**src/rtl/pci_par_pkg.sv**
```systemverilog
`timescale 1ns/1ps
package pci_par_pkg;

  // Strobes the control sends to the parity datapath
  typedef struct packed {
    logic latchAddr;   // address phase: keep its parity
    logic latchWrite;  // write data clock: keep its parity
    logic latchRead;   // target drives AD: prepare PAR
    logic checkAddr;   // clock after address phase: compare
    logic checkData;   // clock after write data: compare
  } parStrobe_t;

  // Command code of a special cycle on the C/BE lines
  localparam logic [3:0] CMD_SPECIAL = 4'b0001;

  // Open-drain report channels
  localparam int NUM_OD   = 2;
  localparam int IDX_PERR = 0;
  localparam int IDX_SERR = 1;

  typedef enum logic [1:0] {
    OD_IDLE = 2'd0,
    OD_LOW  = 2'd1,
    OD_HIGH = 2'd2
  } odState_t;

endpackage

```
**src/rtl/pci_par_datapath.sv**
```systemverilog
`timescale 1ns/1ps
module pci_par_datapath
  import pci_par_pkg::*;
#(
  parameter int AD_W = 32,
  parameter int BE_W = 4
) (
  input  logic            clk,
  input  logic            rstN,
  input  logic [AD_W-1:0] ad,
  input  logic [BE_W-1:0] cbeN,
  input  logic            parIn,
  input  parStrobe_t      strobe,
  output logic            parOut,
  output logic            parOe,
  output logic            addrMismatch,
  output logic            dataMismatch
);

  localparam int PAR_W = AD_W + BE_W;

  logic [PAR_W-1:0] parVector;
  logic             busPar;
  logic             addrParQ;
  logic             dataParQ;
  logic             parOutQ;
  logic             parOeQ;

  // Even parity: PAR makes the count of ones across all bits even
  assign parVector = {ad, cbeN};
  assign busPar    = ^parVector;

  always_ff @(posedge clk or negedge rstN) begin
    if (!rstN) begin
      addrParQ <= 1'b0;
      dataParQ <= 1'b0;
    end else begin
      if (strobe.latchAddr)  addrParQ <= busPar;
      if (strobe.latchWrite) dataParQ <= busPar;
    end
  end

  // PAR drive lags the AD clock it covers by one clock
  always_ff @(posedge clk or negedge rstN) begin
    if (!rstN) begin
      parOeQ  <= 1'b0;
      parOutQ <= 1'b0;
    end else begin
      parOeQ  <= strobe.latchRead;
      parOutQ <= strobe.latchRead ? busPar : 1'b0;
    end
  end

  assign parOut       = parOutQ;
  assign parOe        = parOeQ;
  assign addrMismatch = strobe.checkAddr & (parIn ^ addrParQ);
  assign dataMismatch = strobe.checkData & (parIn ^ dataParQ);

  AST_PAR_DRIVE_LAG: assert property (@(posedge clk) disable iff (!rstN)
    strobe.latchRead |=> parOe);

  AST_PAR_RELEASE: assert property (@(posedge clk) disable iff (!rstN)
    !strobe.latchRead |=> (!parOe && !parOut));

  AST_PAR_EVEN: assert property (@(posedge clk) disable iff (!rstN)
    parOe |-> ((^{parOut, $past(ad), $past(cbeN)}) == 1'b0));

endmodule

```
**src/rtl/pci_par_od_drive.sv**
```systemverilog
`timescale 1ns/1ps
module pci_par_od_drive
  import pci_par_pkg::*;
(
  input  logic clk,
  input  logic rstN,
  input  logic errIn,
  output logic pinOut,
  output logic pinOe
);

  odState_t stateQ;
  odState_t stateD;

  // An error restarts the low pulse; otherwise pull low -> drive high -> float
  always_comb begin
    stateD = stateQ;
    if (errIn) begin
      stateD = OD_LOW;
    end else begin
      unique case (stateQ)
        OD_LOW:  stateD = OD_HIGH;
        OD_HIGH: stateD = OD_IDLE;
        default: stateD = OD_IDLE;
      endcase
    end
  end

  always_ff @(posedge clk or negedge rstN) begin
    if (!rstN) stateQ <= OD_IDLE;
    else       stateQ <= stateD;
  end

  assign pinOe  = (stateQ != OD_IDLE);
  assign pinOut = (stateQ != OD_LOW);

  AST_LOW_ONE_CLOCK: assert property (@(posedge clk) disable iff (!rstN)
    (pinOe && !pinOut && !errIn) |=> (pinOe && pinOut));

  AST_HIGH_THEN_FLOAT: assert property (@(posedge clk) disable iff (!rstN)
    (pinOe && pinOut && !errIn) |=> !pinOe);

  AST_ERR_PULLS_LOW: assert property (@(posedge clk) disable iff (!rstN)
    errIn |=> (pinOe && !pinOut));

endmodule

```
**src/rtl/pci_par_ctrl.sv**
```systemverilog
`timescale 1ns/1ps
module pci_par_ctrl
  import pci_par_pkg::*;
#(
  parameter int BE_W = 4
) (
  input  logic            clk,
  input  logic            rstN,
  input  logic [BE_W-1:0] cbeN,
  input  logic            frameN,
  input  logic            irdyN,
  input  logic            isRead,
  input  logic            adDriveEn,
  input  logic            perrEnable,
  input  logic            serrEnable,
  input  logic            addrMismatch,
  input  logic            dataMismatch,
  output parStrobe_t      strobe,
  output logic            perrOut,
  output logic            perrOe,
  output logic            serrOut,
  output logic            serrOe
);

  logic busIdleQ;
  logic inTransQ;
  logic specialQ;
  logic checkAddrQ;
  logic checkDataQ;
  logic addrPhase;
  logic wrCapture;
  logic busIdleNow;
  logic perrErr;
  logic serrErr;

  logic [NUM_OD-1:0] errVec;
  logic [NUM_OD-1:0] pinOutVec;
  logic [NUM_OD-1:0] pinOeVec;

  assign busIdleNow = frameN & irdyN;
  assign addrPhase  = busIdleQ & ~frameN;
  assign wrCapture  = inTransQ & ~irdyN & ~isRead;

  // Phase tracking
  always_ff @(posedge clk or negedge rstN) begin
    if (!rstN) begin
      busIdleQ   <= 1'b1;
      inTransQ   <= 1'b0;
      specialQ   <= 1'b0;
      checkAddrQ <= 1'b0;
      checkDataQ <= 1'b0;
    end else begin
      busIdleQ   <= busIdleNow;
      checkAddrQ <= addrPhase;
      checkDataQ <= wrCapture;
      if (addrPhase) begin
        inTransQ <= 1'b1;
        specialQ <= (cbeN == BE_W'(CMD_SPECIAL));
      end else if (busIdleNow) begin
        inTransQ <= 1'b0;
      end
    end
  end

  always_comb begin
    strobe            = '0;
    strobe.latchAddr  = addrPhase;
    strobe.latchWrite = wrCapture;
    strobe.latchRead  = adDriveEn;
    strobe.checkAddr  = checkAddrQ;
    strobe.checkData  = checkDataQ;
  end

  // Error gating
  assign serrErr = addrMismatch & serrEnable;
  assign perrErr = dataMismatch & perrEnable & ~specialQ;

  always_comb begin
    errVec           = '0;
    errVec[IDX_PERR] = perrErr;
    errVec[IDX_SERR] = serrErr;
  end

  for (genvar g = 0; g < NUM_OD; g++) begin : gOd
    pci_par_od_drive uDrive (
      .clk    (clk),
      .rstN   (rstN),
      .errIn  (errVec[g]),
      .pinOut (pinOutVec[g]),
      .pinOe  (pinOeVec[g])
    );
  end

  assign perrOut = pinOutVec[IDX_PERR];
  assign perrOe  = pinOeVec[IDX_PERR];
  assign serrOut = pinOutVec[IDX_SERR];
  assign serrOe  = pinOeVec[IDX_SERR];

  AST_ADDR_SINGLE: assert property (@(posedge clk) disable iff (!rstN)
    addrPhase |=> !addrPhase);

  AST_ADDR_NOT_IN_TRANS: assert property (@(posedge clk) disable iff (!rstN)
    inTransQ |-> !(addrPhase && !$past(busIdleNow)));

  AST_SERR_GATED: assert property (@(posedge clk) disable iff (!rstN)
    $rose(serrOe) |-> $past(serrEnable));

  AST_PERR_GATED: assert property (@(posedge clk) disable iff (!rstN)
    $rose(perrOe) |-> ($past(perrEnable) && !$past(specialQ)));

  AST_NO_READ_CHECK: assert property (@(posedge clk) disable iff (!rstN)
    (inTransQ && isRead) |=> !checkDataQ);

endmodule

```
**src/rtl/pci_parity_unit.sv**
```systemverilog
`timescale 1ns/1ps
module pci_parity_unit
  import pci_par_pkg::*;
#(
  parameter int AD_W = 32,
  parameter int BE_W = 4
) (
  input  logic            clk,
  input  logic            rstN,
  input  logic [AD_W-1:0] ad,
  input  logic [BE_W-1:0] cbeN,
  input  logic            parIn,
  input  logic            frameN,
  input  logic            irdyN,
  input  logic            trdyN,
  input  logic            isRead,
  input  logic            adDriveEn,
  input  logic            perrEnable,
  input  logic            serrEnable,
  output logic            parOut,
  output logic            parOe,
  output logic            perrOut,
  output logic            perrOe,
  output logic            serrOut,
  output logic            serrOe
);

  parStrobe_t strobe;
  logic       addrMismatch;
  logic       dataMismatch;
  logic       trdySeen;

  // Read PAR timing follows the target's own AD drive; TRDY# only qualifies the check below
  assign trdySeen = ~trdyN;

  pci_par_ctrl #(.BE_W(BE_W)) uCtrl (
    .clk          (clk),
    .rstN         (rstN),
    .cbeN         (cbeN),
    .frameN       (frameN),
    .irdyN        (irdyN),
    .isRead       (isRead),
    .adDriveEn    (adDriveEn),
    .perrEnable   (perrEnable),
    .serrEnable   (serrEnable),
    .addrMismatch (addrMismatch),
    .dataMismatch (dataMismatch),
    .strobe       (strobe),
    .perrOut      (perrOut),
    .perrOe       (perrOe),
    .serrOut      (serrOut),
    .serrOe       (serrOe)
  );

  pci_par_datapath #(.AD_W(AD_W), .BE_W(BE_W)) uData (
    .clk          (clk),
    .rstN         (rstN),
    .ad           (ad),
    .cbeN         (cbeN),
    .parIn        (parIn),
    .strobe       (strobe),
    .parOut       (parOut),
    .parOe        (parOe),
    .addrMismatch (addrMismatch),
    .dataMismatch (dataMismatch)
  );

  AST_RESET_QUIET: assert property (@(posedge clk)
    !rstN |-> (!parOe && !perrOe && !serrOe));

  AST_READ_DATA_DRIVEN: assert property (@(posedge clk) disable iff (!rstN)
    (trdySeen && isRead && adDriveEn) |=> parOe);

endmodule

```
**config.mk**
```make
export PLATFORM = sky130hd
export DESIGN_NAME = pci_parity_unit
export DESIGN_NICKNAME = d
export VERILOG_FILES = /design/src/rtl/pci_par_pkg.sv /design/src/rtl/pci_par_datapath.sv /design/src/rtl/pci_par_od_drive.sv /design/src/rtl/pci_par_ctrl.sv /design/src/rtl/pci_parity_unit.sv
export SDC_FILE = /design/constraint.sdc
export NUM_CORES = 1
export LEC_CHECK = 0
export BUFFER_PORTS_ARGS = -buffer_cell sky130_fd_sc_hd__buf_2
export CAP_MARGIN = 5
export CORE_UTILIZATION = 37
export DETAILED_ROUTE_END_ITERATION = 8
export PLACE_DENSITY = 0.84
export SLEW_MARGIN = 40
export SYNTH_ARGS = -nofsm -noshare
export SYNTH_HDL_FRONTEND = slang
export SYNTH_SLANG_ARGS = --single-unit
```
**constraint.sdc**
```tcl
create_clock -name clk -period 0.9 [get_ports clk]
set_clock_uncertainty 0.05 [all_clocks]
set_input_delay 0.18 -clock clk [delete_from_list [all_inputs] [get_ports clk]]
set_output_delay 0.18 -clock clk [all_outputs]
set_load 0.01 [all_outputs]
```
==> metrics.cfg, run 1 <==
[finish]
drive_gt1_frac=0.569
n_fill_cell=148
syn2layout_area_growth_pct=69.6
antenna_cells=0
num-nets-final=186
instances_no_fill=164

[timing]
tightest_slew_ns=0.285
hold_viol=0
holdWs_ns=0.106
timing.fmax_mhz=710
relSlewSlack=0.810
fin_setup_tns_ns=-3.03
setup_viol=11
rsz0062_at_grt=true
fin_crit_ns=1.41
finalCritPeriodShare=1.57
fin_ws_ns=-0.509
finalMaxSlewViolations=0

[floorplanning]
die_area_um2=2380
top_level_ports=52
initial_core_util=0.404
coreArea_um2=2000
std_cell_rows=16
die_h_um=48.8
die_x_um=48.8

[routing]
initialDrtViolationCount=4
vias=697
ant_nets=0
firstDrtPassIters=4
drcViolationCount=0
finalWirelength_um=1650
routedWlPerCell_um=10.1
via_per_inst=4.25

[worst_setup_path]
cp_data_required_time_ns=1.00
critPathTopFamily=XOR/XNOR gates
path_max_fanout=3
path_buf_inv=2
critPathCaptureType=register
cp_slowest_stage_delay_ns=0.27
arrival_ns=1.51
worst_path_max_delay_cell=xnor3_1
timing.setup.critical_path_class=in -> reg
path_cells=buf_6 -> inv_4 -> ha_4 -> xnor2_2 -> xnor2_1 -> xnor2_1 -> xnor3_1 -> xnor2_2 -> mux2i_1
start_kind=input pin

[logic_synthesis]
synthMuxAreaShare=0.0124
postSynthCellCount=75
yosys_register_bits=13
synth_xor_area_frac=0.403
synth_warnings=0
synth_compound_area_frac=0.00618
synth-simple-area-share=0.121
yosysSeqAreaShare=0.403
synth_cell_type_count=20
avgSynthCellArea_um2=10.8
synth_top_family_by_area=XOR/XNOR gates
synth_nets=123
syn_area_um2=810
synthAdderAreaFrac=0.0309

[pwr]
p_per_area_nw_per_um2=1520
p_sw_frac=0.306
p_leak_nw=0.669
power_frac_seq=0.346
power.internal_w=0.00145
p_sw_w=0.000637
pwr-share-clk=0.172
power.total_w=0.00208
combPwrFrac=0.482
vdd_ir_drop_max_uv=1100

[clock_tree]
clockBufferDepth=2
path_clk_slew_ns=0.08
h-tree-depth=1
cts_tree=yes
cts_sinks=13
cts_made_buffers=3
clockRootBuffer=clkbuf_4
clock_latency_ns=0.27

[global_routing]
globalRouteOverflowTotal=0
grt.total_usage=0.146
first_global_vias=697
grt_antenna_before_repair=0
grt_max_degree=14
grt_first_pass_wirelength_um=2660

[placed_design]
dp_hpwl_um=1270
port_buffers=50
placed_cells=153
gp_congestion=0.707
dp_slack_ns=-0.950

[status]
failed_checks=setup timing
status=finished, violations left

[min_path]
hold_class=in -> reg

[run]
maxCapViolCount=0

==> worst paths after layout <==
| kind | endpoint | slack (ns) | cells past startpoint | start |
|---|---|---|---|---|
| worst max-delay path | uData.dataParQ | -0.51 | 9 | cbeN[2] |
| min in group asynchronous | uCtrl.gOd[1].uDrive.stateQ[0] | 0.27 | 2 | rstN |
| max in group asynchronous | uCtrl.busIdleQ | 0.26 | 2 | rstN |
| worst min register to register | uCtrl.gOd[0].uDrive.stateQ[0] | 0.44 | 1 | uCtrl.specialQ |
| worst min-delay path | uCtrl.busIdleQ | 0.11 | 2 | frameN |
| worst max register to register | uData.dataParQ | -0.08 | 3 | uCtrl.inTransQ |
==> through the flow <==
step	utilization	instance area, um2
2_1_floorplan	-	867
3_3_place_gp	0.579	1160
3_5_place_dp	0.579	1160
4_1_cts	0.656	1310
5_1_grt	0.686	1370
6_report	0.686	1370
==> worst reg2reg max path, cell delays in order (launching register included) <==
cell and delay [ns]:
dfrtp_1 0.35, nor3b_1 0.18, buf_4 0.15, mux2i_1 0.16
==> power by group through the flow <==
stage	Clock, W	Combinational, W	Sequential [W]
after floorplan	0	0.000710	0.000728
after global placement	0	0.000906	0.000725
after detailed placement	0	0.000936	0.000730
after CTS	0.000356	0.000990	0.000721
after global routing	0.000389	0.00108	0.000729
final	0.000357	0.00100	0.000721
==> flip-flops by register name (all words and copies together), names as in the netlist <==
register	flops
uCtrl.busIdleQ	1
uCtrl.checkAddrQ	1
uCtrl.checkDataQ	1
uCtrl.gOd.uDrive.stateQ	4
uCtrl.inTransQ	1
uCtrl.specialQ	1
uData.addrParQ	1
uData.dataParQ	1
uData.parOe	1
uData.parOut	1
==> per-layer routing <==
layer  routed length [um]  vias up  GRT usage
met2                  990       34      0.292
met5                    0        -          0
met3                   86        0     0.0125
met4                    0        0     0.0882
li1                     -      355          -
met1                  574      308      0.142
==> cells by family (layout without fill, tap and decap cells) <==
family,count (synthesis),in the layout
xor+xnor,34,34
flops,13,13
simple gates,19,19
compound gates,1,1
mux,1,1
fa+ha+maj,2,2
buf+inv,5,67
==> cell usage after synthesis <==
library cell | count | area [um2]
xnor2_1 | 26 | 228
dfrtp_1 | 12 | 300
inv_1 | 5 | 18.8
xor2_1 | 5 | 43.8
nand2_1 | 4 | 15.0
nor2_1 | 4 | 15.0
nand2b_1 | 3 | 18.8
ha_1 | 2 | 25.0
or2_2 | 2 | 12.5
xnor2_2 | 2 | 32.5
and2_1 | 1 | 6.26
and3_1 | 1 | 6.26
dfstp_2 | 1 | 26.3
mux2i_1 | 1 | 10.0
nand3_1 | 1 | 5.00
nor2b_1 | 1 | 6.26
nor3_1 | 1 | 5.00
nor3b_1 | 1 | 7.51
o21ai_1 | 1 | 5.00
xnor3_1 | 1 | 22.5
==> placed cells by master, fill, tap and decap left out, types with 2 or more instances in the layout <==
cell	count
or2_4	2
dlygate4sd3_1	2
buf_2	40
buf_6	14
xor2_1	5
xnor2_1	24
nand2b_4	3
clkbuf_4	3
nor2_1	3
xnor2_2	4
inv_4	2
dfrtp_1	12
nand2_1	4
ha_4	2
==> cell type report <==
cell class	instances	area, um2	share of cell area
clock buffers	4	26.3	0.0191
inverters	5	41.3	0.0301
multi-input cells	57	544	0.397
flip-flops and latches	13	327	0.238
well taps	27	33.8	0.0246
repair buffers	58	400	0.292
==> what timing repair did <==
| item | 4_1_cts | 5_1_grt |
|---|---|---|
| hold endpoints to repair | 14 | 0 |
| buffers inserted | 3 | 4 |
| hold buffers | 2 | 0 |
| resized for setup | 19 | 10 |
| pin swaps | 14 | 8 |
| endpoints found under the setup margin | 13 | 14 |
No activity file was read; power rests on OpenSTA's default activity.
==> run 2, diff against run 1 <==
--- a/config.mk
+++ b/config.mk
@@ -6,9 +6,10 @@
 export NUM_CORES = 1
 export LEC_CHECK = 0
+export ABC_AREA = 1
 export BUFFER_PORTS_ARGS = -buffer_cell sky130_fd_sc_hd__buf_2
 export CAP_MARGIN = 5
-export CORE_UTILIZATION = 37
+export CORE_UTILIZATION = 40
 export DETAILED_ROUTE_END_ITERATION = 8
-export PLACE_DENSITY = 0.84
+export PLACE_DENSITY = 0.81
 export SLEW_MARGIN = 40
 export SYNTH_ARGS = -nofsm -noshare
==> constraint.sdc (replaced) <==
create_clock -name clk -period 0.9 [get_ports clk]
set_clock_uncertainty 0.05 [all_clocks]
set_input_delay 0.135 -clock clk [delete_from_list [all_inputs] [get_ports clk]]
set_output_delay 0.135 -clock clk [all_outputs]
set_load 0.01 [all_outputs]
==> run 2 against run 1 <==
  * The run still ends with setup timing left
  * Maximum frequency is 17% higher
  * Cell area is 39% higher
  * Register-to-register slack worse by 0.10 ns
  * Critical path depth is 7 lower
  * Final cell count is 100% higher
==> metrics.cfg, run 2 <==
[logic_synthesis]
synth_flop_cell=dfrtp_1
avgSynthCellArea_um2=5.63  ; -48%
yosys_register_bits=13  ; unchanged
synth_cell_type_count=20  ; unchanged
synth_area_leaders=nand2_1 (36%), dfrtp_1 (23%), inv_1 (10%)
yosysTopAreaCellShare=0.361  ; -0.00989
synthTopCellsByCount=nand2_1 (123), inv_1 (35), dfrtp_1 (12)
yosysSeqAreaShare=0.255  ; -0.148
synth.most_common_cell=nand2_1
synth_nets=275  ; +120%
synth_edf_count=0  ; unchanged
synth_warnings=0  ; unchanged
syn_area_um2=1280  ; +58%
yosys.area.top_type=nand2_1
postSynthCellCount=227  ; +200%
synth-async-reset-ratio=1.00  ; unchanged

[timing]
relSlewSlack=0.813  ; +0.00285
fin_setup_tns_ns=-2.00  ; +1.03 ns
finalCritPeriodShare=1.34  ; -0.225
tightest_slew_ns=0.281  ; -0.00428 ns
finalMaxSlewViolations=0  ; unchanged
hold_viol=0  ; unchanged
setup_viol=14  ; +3
rsz0062_at_grt=true
fin_ws_ns=-0.306  ; +0.203 ns
timing.fmax_mhz=829  ; +17%
fin_crit_ns=1.21  ; -0.203 ns

[routing]
met1_length_um=1100  ; +92%
initialDrtViolationCount=25  ; +21
ant_nets=0  ; unchanged
top_layer=met3
vias=1444  ; +110%
firstDrtPassIters=4  ; unchanged
wl_met2_um=1430  ; +44%
drcViolationCount=0  ; unchanged
wl_met3_um=99  ; +15%
routedWlPerCell_um=7.88  ; -22%
finalWirelength_um=2630  ; +59%
via_per_inst=4.32  ; +1.7%

[clock_tree]
cts_sinks=13  ; unchanged
cts_tree=yes
clockRootBuffer=clkbuf_4
path_clk_slew_ns=0.08  ; about the same
cts_made_buffers=3  ; unchanged
h-tree-depth=1  ; unchanged
clock_latency_ns=0.27  ; about the same
clockBufferDepth=2  ; unchanged

[finish]
antenna_cells=0  ; unchanged
fin_area_um2=1900  ; +39%
syn2layout_area_growth_pct=48.7
layout_commonest_cell=nand2_1
largest_reg_flops=4  ; unchanged
regMostFlops=uCtrl.gOd.uDrive.stateQ
num-nets-final=339  ; +82%
layout_common_cells=nand2_1 (116), buf_2 (44), inv_1 (27)
drive_gt1_frac=0.414  ; -0.156

[global_routing]
grt_first_pass_wirelength_um=4310  ; +62%
grt_max_degree=14  ; unchanged
globalRouteOverflowTotal=0  ; unchanged
first_global_vias=1210  ; +74%
grt_antenna_before_repair=0  ; unchanged
grt.total_usage=0.155  ; +0.00896

[floorplanning]
initial_core_util=0.419  ; +0.0145
die_h_um=58.5  ; +20%
top_level_ports=52  ; unchanged
die_area_um2=3430  ; +44%
std_cell_rows=20  ; +4
die_x_um=58.5  ; +20%
coreArea_um2=3050  ; +53%

[status]
failed_checks=setup timing
status=finished, violations left

[worst_setup_path]
start_kind=register
timing.setup.critical_path_class=reg -> out
cp_data_required_time_ns=0.71  ; -0.29 ns
reg2reg_slack_ns=-0.18  ; -0.10 ns
arrival_ns=1.02  ; -0.49 ns
path_max_fanout=2  ; -1
critPathCaptureType=primary output
reg2regPathDepth=5  ; +2
r2r-start=uCtrl.busIdleQ
worstReg2RegEnd=uData.addrParQ

[placed_design]
port_buffers=50  ; unchanged
gp_congestion=0.701  ; -0.85%
dp_hpwl_um=2010  ; +58%
dp_slack_ns=-0.591  ; +0.359 ns
place_area_um2=1660  ; +44%

[run]
maxCapViolCount=0  ; unchanged

[min_path]
hold_class=in -> reg
min_path_cells=3  ; +1
worstHoldStart=irdyN
min_to=uCtrl.busIdleQ

[pwr]
power.total_w=0.00211  ; +1.2%
vdd_ir_drop_max_uv=437  ; -60%
p_per_area_nw_per_um2=1110  ; -27%
p_leak_nw=1.14  ; +70%

## run 2: changes by cell type after synthesis, sizes merged, moves of 3 or more
cell	delta
nand3	+11
inv	+37
nand2	+130
nand2b	-3
nor2	+5
xnor2	-20
xor2	-5
## run 2: cells by family after synthesis
group | synth area share
AO/OA/AOI/OAI | 0.00782
XOR/XNOR | 0.0607
adder cells (fa/ha/maj) | 0.0196
buffers and inverters | 0.126
flip-flops | 0.255
AND/OR/NAND/NOR | 0.530
## run 2: through the flow
step	utilization	std cells	hold slack (ns)
final	0.623	334	0.0395
after global routing	0.623	334	0.0581
after CTS	0.588	332	0.0354
after detailed placement	0.545	324	-0.0221
after global placement	0.545	324	-0.0241
after floorplan	-	227	-0.211
## run 2: power by group
| group | switching [W] | internal [W] |
|---|---|---|
| clock network | 0.000176 | 0.000171 |
| registers | 0.0000394 | 0.000655 |
| logic | 0.000581 | 0.000485 |
| total | 0.000797 | 0.00131 |
## run 2: how the worst max path moves through the flow
stage / endpoint / startpoint / slack [ns] / cells after the start
floorplan: uData.addrParQ / cbeN[2] / -0.32 / 10
global placement: uData.addrParQ / cbeN[2] / -0.56 / 11
detailed placement: uData.addrParQ / cbeN[2] / -0.59 / 11
CTS: serrOe / uCtrl.gOd[1].uDrive.stateQ[0] / -0.29 / 2
global route: serrOe / uCtrl.gOd[1].uDrive.stateQ[0] / -0.34 / 2
finish: serrOe / uCtrl.gOd[1].uDrive.stateQ[0] / -0.31 / 2
## run 2: area by class of cell
cell class                 count  area (um2)
fill                         297        1150
multi-input combinational    171         946
timing repair buffer          59         372
sequential                    13         327
inverter                      43         176
tap                           44        55.1
clock buffer                   4        26.3
## run 2: repair_timing
item / in CTS / in global routing
setup buffers: 2 / 4
resized for setup: 17 / 25
pin swaps: 10 / 12
endpoints found under the hold margin: 14 / 0
setup endpoints to repair: 12 / 13
hold buffers: 2 / 0
## run 2: per-layer routing
layer	vias up	track usage
li1	788	-
met1	626	0.177
met2	30	0.309
met3	0	0.0220
met4	0	0.0204
met5	-	0
## run 2: worst max-delay path, stage by stage (launching register included)
cell and delay, ns:
dfrtp_1 0.39, or2_4 0.25, buf_6 0.12
==> run 3, diff against run 2 <==
PLACE_DENSITY = 0.8   (was 0.81)
SYNTH_HIERARCHICAL = 1   (was default)
==> run 3 against run 2 <==
  * The run still ends with setup timing left
  * Flip-flop and latch count unchanged
  * Register-to-register slack better by 0.06 ns
  * Sequential share of layout area is 2.3 points lower
  * Cell area increased by 16%
  * Largest cell class unchanged
  * Largest power group unchanged
  * Highest routed layer unchanged
==> metrics.cfg, run 3 <==
[routing]
via_per_inst=4.50  ; +4.2%
firstDrtPassIters=6  ; +2
initialDrtViolationCount=54  ; +120%
drcViolationCount=0  ; unchanged
vias=1495  ; +3.5%
finalWirelength_um=3110  ; +18%
routedWlPerCell_um=9.38  ; +19%
ant_nets=0  ; unchanged

[logic_synthesis]
yosysTopAreaCellShare=0.371  ; +0.0104
synthTopCellsByCount=nand2_1 (131), inv_1 (26), dfrtp_1 (12), xnor2_1 (12)
avgSynthCellArea_um2=5.81  ; +3.1%
synth_nets=274  ; -0.36%
syn_area_um2=1320  ; +3.5%
synth_cell_type_count=18  ; -10%
yosys.area.top_type=nand2_1
synth_edf_count=0  ; unchanged
yosysSeqAreaShare=0.247  ; -0.00869
synth_flop_cell=dfrtp_1
synth.most_common_cell=nand2_1
synth_warnings=6  ; +6
yosys_register_bits=13  ; unchanged
synth_area_leaders=nand2_1 (37%), dfrtp_1 (23%), xnor2_1 (7.9%)
synth-async-reset-ratio=1.00  ; unchanged
postSynthCellCount=228  ; +0.44%

[placed_design]
dp_hpwl_um=2190  ; +9.0%
gp_congestion=0.738  ; +5.3%
place_area_um2=1780  ; +6.8%
dp_slack_ns=-0.413  ; +0.178 ns
port_buffers=50  ; unchanged

[floorplanning]
top_level_ports=52  ; unchanged
initial_core_util=0.427  ; +0.00776
std_cell_rows=20  ; unchanged
die_h_um=59.5  ; +1.7%
die_area_um2=3540  ; +3.4%
die_x_um=59.5  ; +1.7%
coreArea_um2=3100  ; +1.6%

[finish]
num-nets-final=335  ; -1.2%
fin_area_um2=2200  ; +16%
antenna_cells=0  ; unchanged
layout_commonest_cell=nand2_1
layout_common_cells=nand2_1 (105), nand2_2 (30), buf_2 (22)
largest_reg_flops=4  ; unchanged
syn2layout_area_growth_pct=66.3
regMostFlops=uCtrl/gOd.uDrive/stateQ
drive_gt1_frac=0.503  ; +0.0897

[pwr]
vdd_ir_drop_max_uv=393  ; -10%
p_leak_nw=1.21  ; +5.7%
power.total_w=0.00229  ; +8.6%
p_per_area_nw_per_um2=1040  ; -6.1%

[worst_setup_path]
r2r-start=uCtrl/busIdleQ
timing.setup.critical_path_class=reg -> out
cp_slowest_stage_delay_ns=0.37  ; -0.02 ns
path_max_fanout=2  ; unchanged
reg2regPathDepth=5  ; unchanged
cp_data_required_time_ns=0.71  ; about the same
crit_start=uCtrl/gOd[1].uDrive/stateQ[1]
path_buf_inv=1  ; unchanged
worst_path_max_delay_cell=dfrtp_1
arrival_ns=1.02  ; about the same
critPathCaptureType=primary output
path_cells=or2_1 -> buf_2
critPathTopFamily=flip-flops
cp_num_cells=2  ; unchanged
start_kind=register

[global_routing]
grt_max_degree=14  ; unchanged
globalRouteOverflowTotal=0  ; unchanged
grt_antenna_before_repair=0  ; unchanged
grt.met2_usage=0.350  ; +0.0412
first_global_vias=1247  ; +3.1%
top_usage_layer=met2
grt.total_usage=0.167  ; +0.0124
use_met3=0.0218  ; -0.000144
grt_use_met1=0.170  ; -0.00729
grt_first_pass_wirelength_um=4600  ; +6.7%

[clock_tree]
cts_tree=yes
path_clk_slew_ns=0.07  ; about the same
clockRootBuffer=clkbuf_4
clock_latency_ns=0.27  ; about the same
cts_made_buffers=3  ; unchanged
cts_sinks=13  ; unchanged
clockBufferDepth=2  ; unchanged
h-tree-depth=1  ; unchanged

[timing]
hold_viol=0  ; unchanged
finalMaxSlewViolations=0  ; unchanged
relSlewSlack=0.812  ; about the same
timing.fmax_mhz=831  ; +0.23%
finalCritPeriodShare=1.34  ; -0.00312
tightest_slew_ns=0.282  ; +0.000945 ns
rsz0062_at_grt=true
fin_ws_ns=-0.303  ; +0.00281 ns
setup_viol=13  ; -1
fin_crit_ns=1.20  ; -0.00281 ns

[status]
status=finished, violations left
failed_checks=setup timing

[min_path]
min_path_cells=3  ; unchanged
hold_class=in -> reg
worstHoldStart=irdyN

[run]
maxCapViolCount=0  ; unchanged

-- run 3: timing repair --
action / in CTS / in global routing
hold buffers: 2 / 0
setup endpoints to repair: 12 / 13
gates resized for setup: 77 / 21
pin swaps: 52 / 24
setup buffers: 3 / 3
hold endpoints to repair: 14 / 0
-- run 3: cells by family after synthesis --
family	count (synthesis)	share of synthesized area
DFF	13	0.247
xor gates and xnor gates	23	0.152
buffers and inverters	32	0.105
AOI/OAI and AO/OA	2	0.00945
and+or+nand+nor	158	0.487
-- run 3: worst register-to-register path, stage by stage, from the launching register on --
cell and delay, ns:
dfstp_2 0.54, inv_2 0.04, nor2_4 0.11, inv_1 0.05, nand2_1 0.06, nand2_1 0.06
-- run 3: power breakdown --
group	internal (W)	switching, W	leakage (nW)	total [W]
clock network	0.000172	0.000182	0.0150	0.000354
logic	0.000606	0.000637	1.02	0.00124
registers	0.000655	0.0000385	0.170	0.000693
total	0.00143	0.000858	1.21	0.00229
-- run 3: path summary, 6_finish.rpt --
kind / slack [ns] / end
worst max-delay path: -0.30 / serrOe
worst min-delay path: 0.02 / uCtrl/busIdleQ
worst max register to register: -0.12 / uData/addrParQ
worst min register to register: 0.41 / uCtrl/gOd[0].uDrive/stateQ[0]
max in group asynchronous: 0.31 / uCtrl/busIdleQ
min in group asynchronous: 0.22 / uCtrl/gOd[1].uDrive/stateQ[1]
-- run 3: routing by layer --
metal / vias up / wire, um / part of all wire
met5: - / 0 / 0
met4: 0 / 0 / 0
met3: 0 / 131 / 0.042
met2: 49 / 1850 / 0.59
met1: 667 / 1130 / 0.36
li1: 779 / - / -
-- run 3: cell type report --
type / count / area, um2
clock buffers: 4 / 26.3
repair buffers: 61 / 503
multi-input cells: 183 / 1190
inverters: 27 / 104
flip-flops and latches: 13 / 327
well taps: 44 / 55.1
fillers: 255 / 902
-- run 3: through the flow --
stage / std cells / hold WS (ns) / util / setup TNS, ns
CTS: 329 / 0.00851 / 0.679 / -1.42
global placement: 320 / -0.0211 / 0.573 / -1.28
floorplan: 228 / -0.211 / - / -0.422
finish: 332 / 0.0153 / 0.709 / -1.55
global route: 332 / 0.0222 / 0.709 / -2.29
detailed placement: 320 / -0.0147 / 0.573 / -1.36
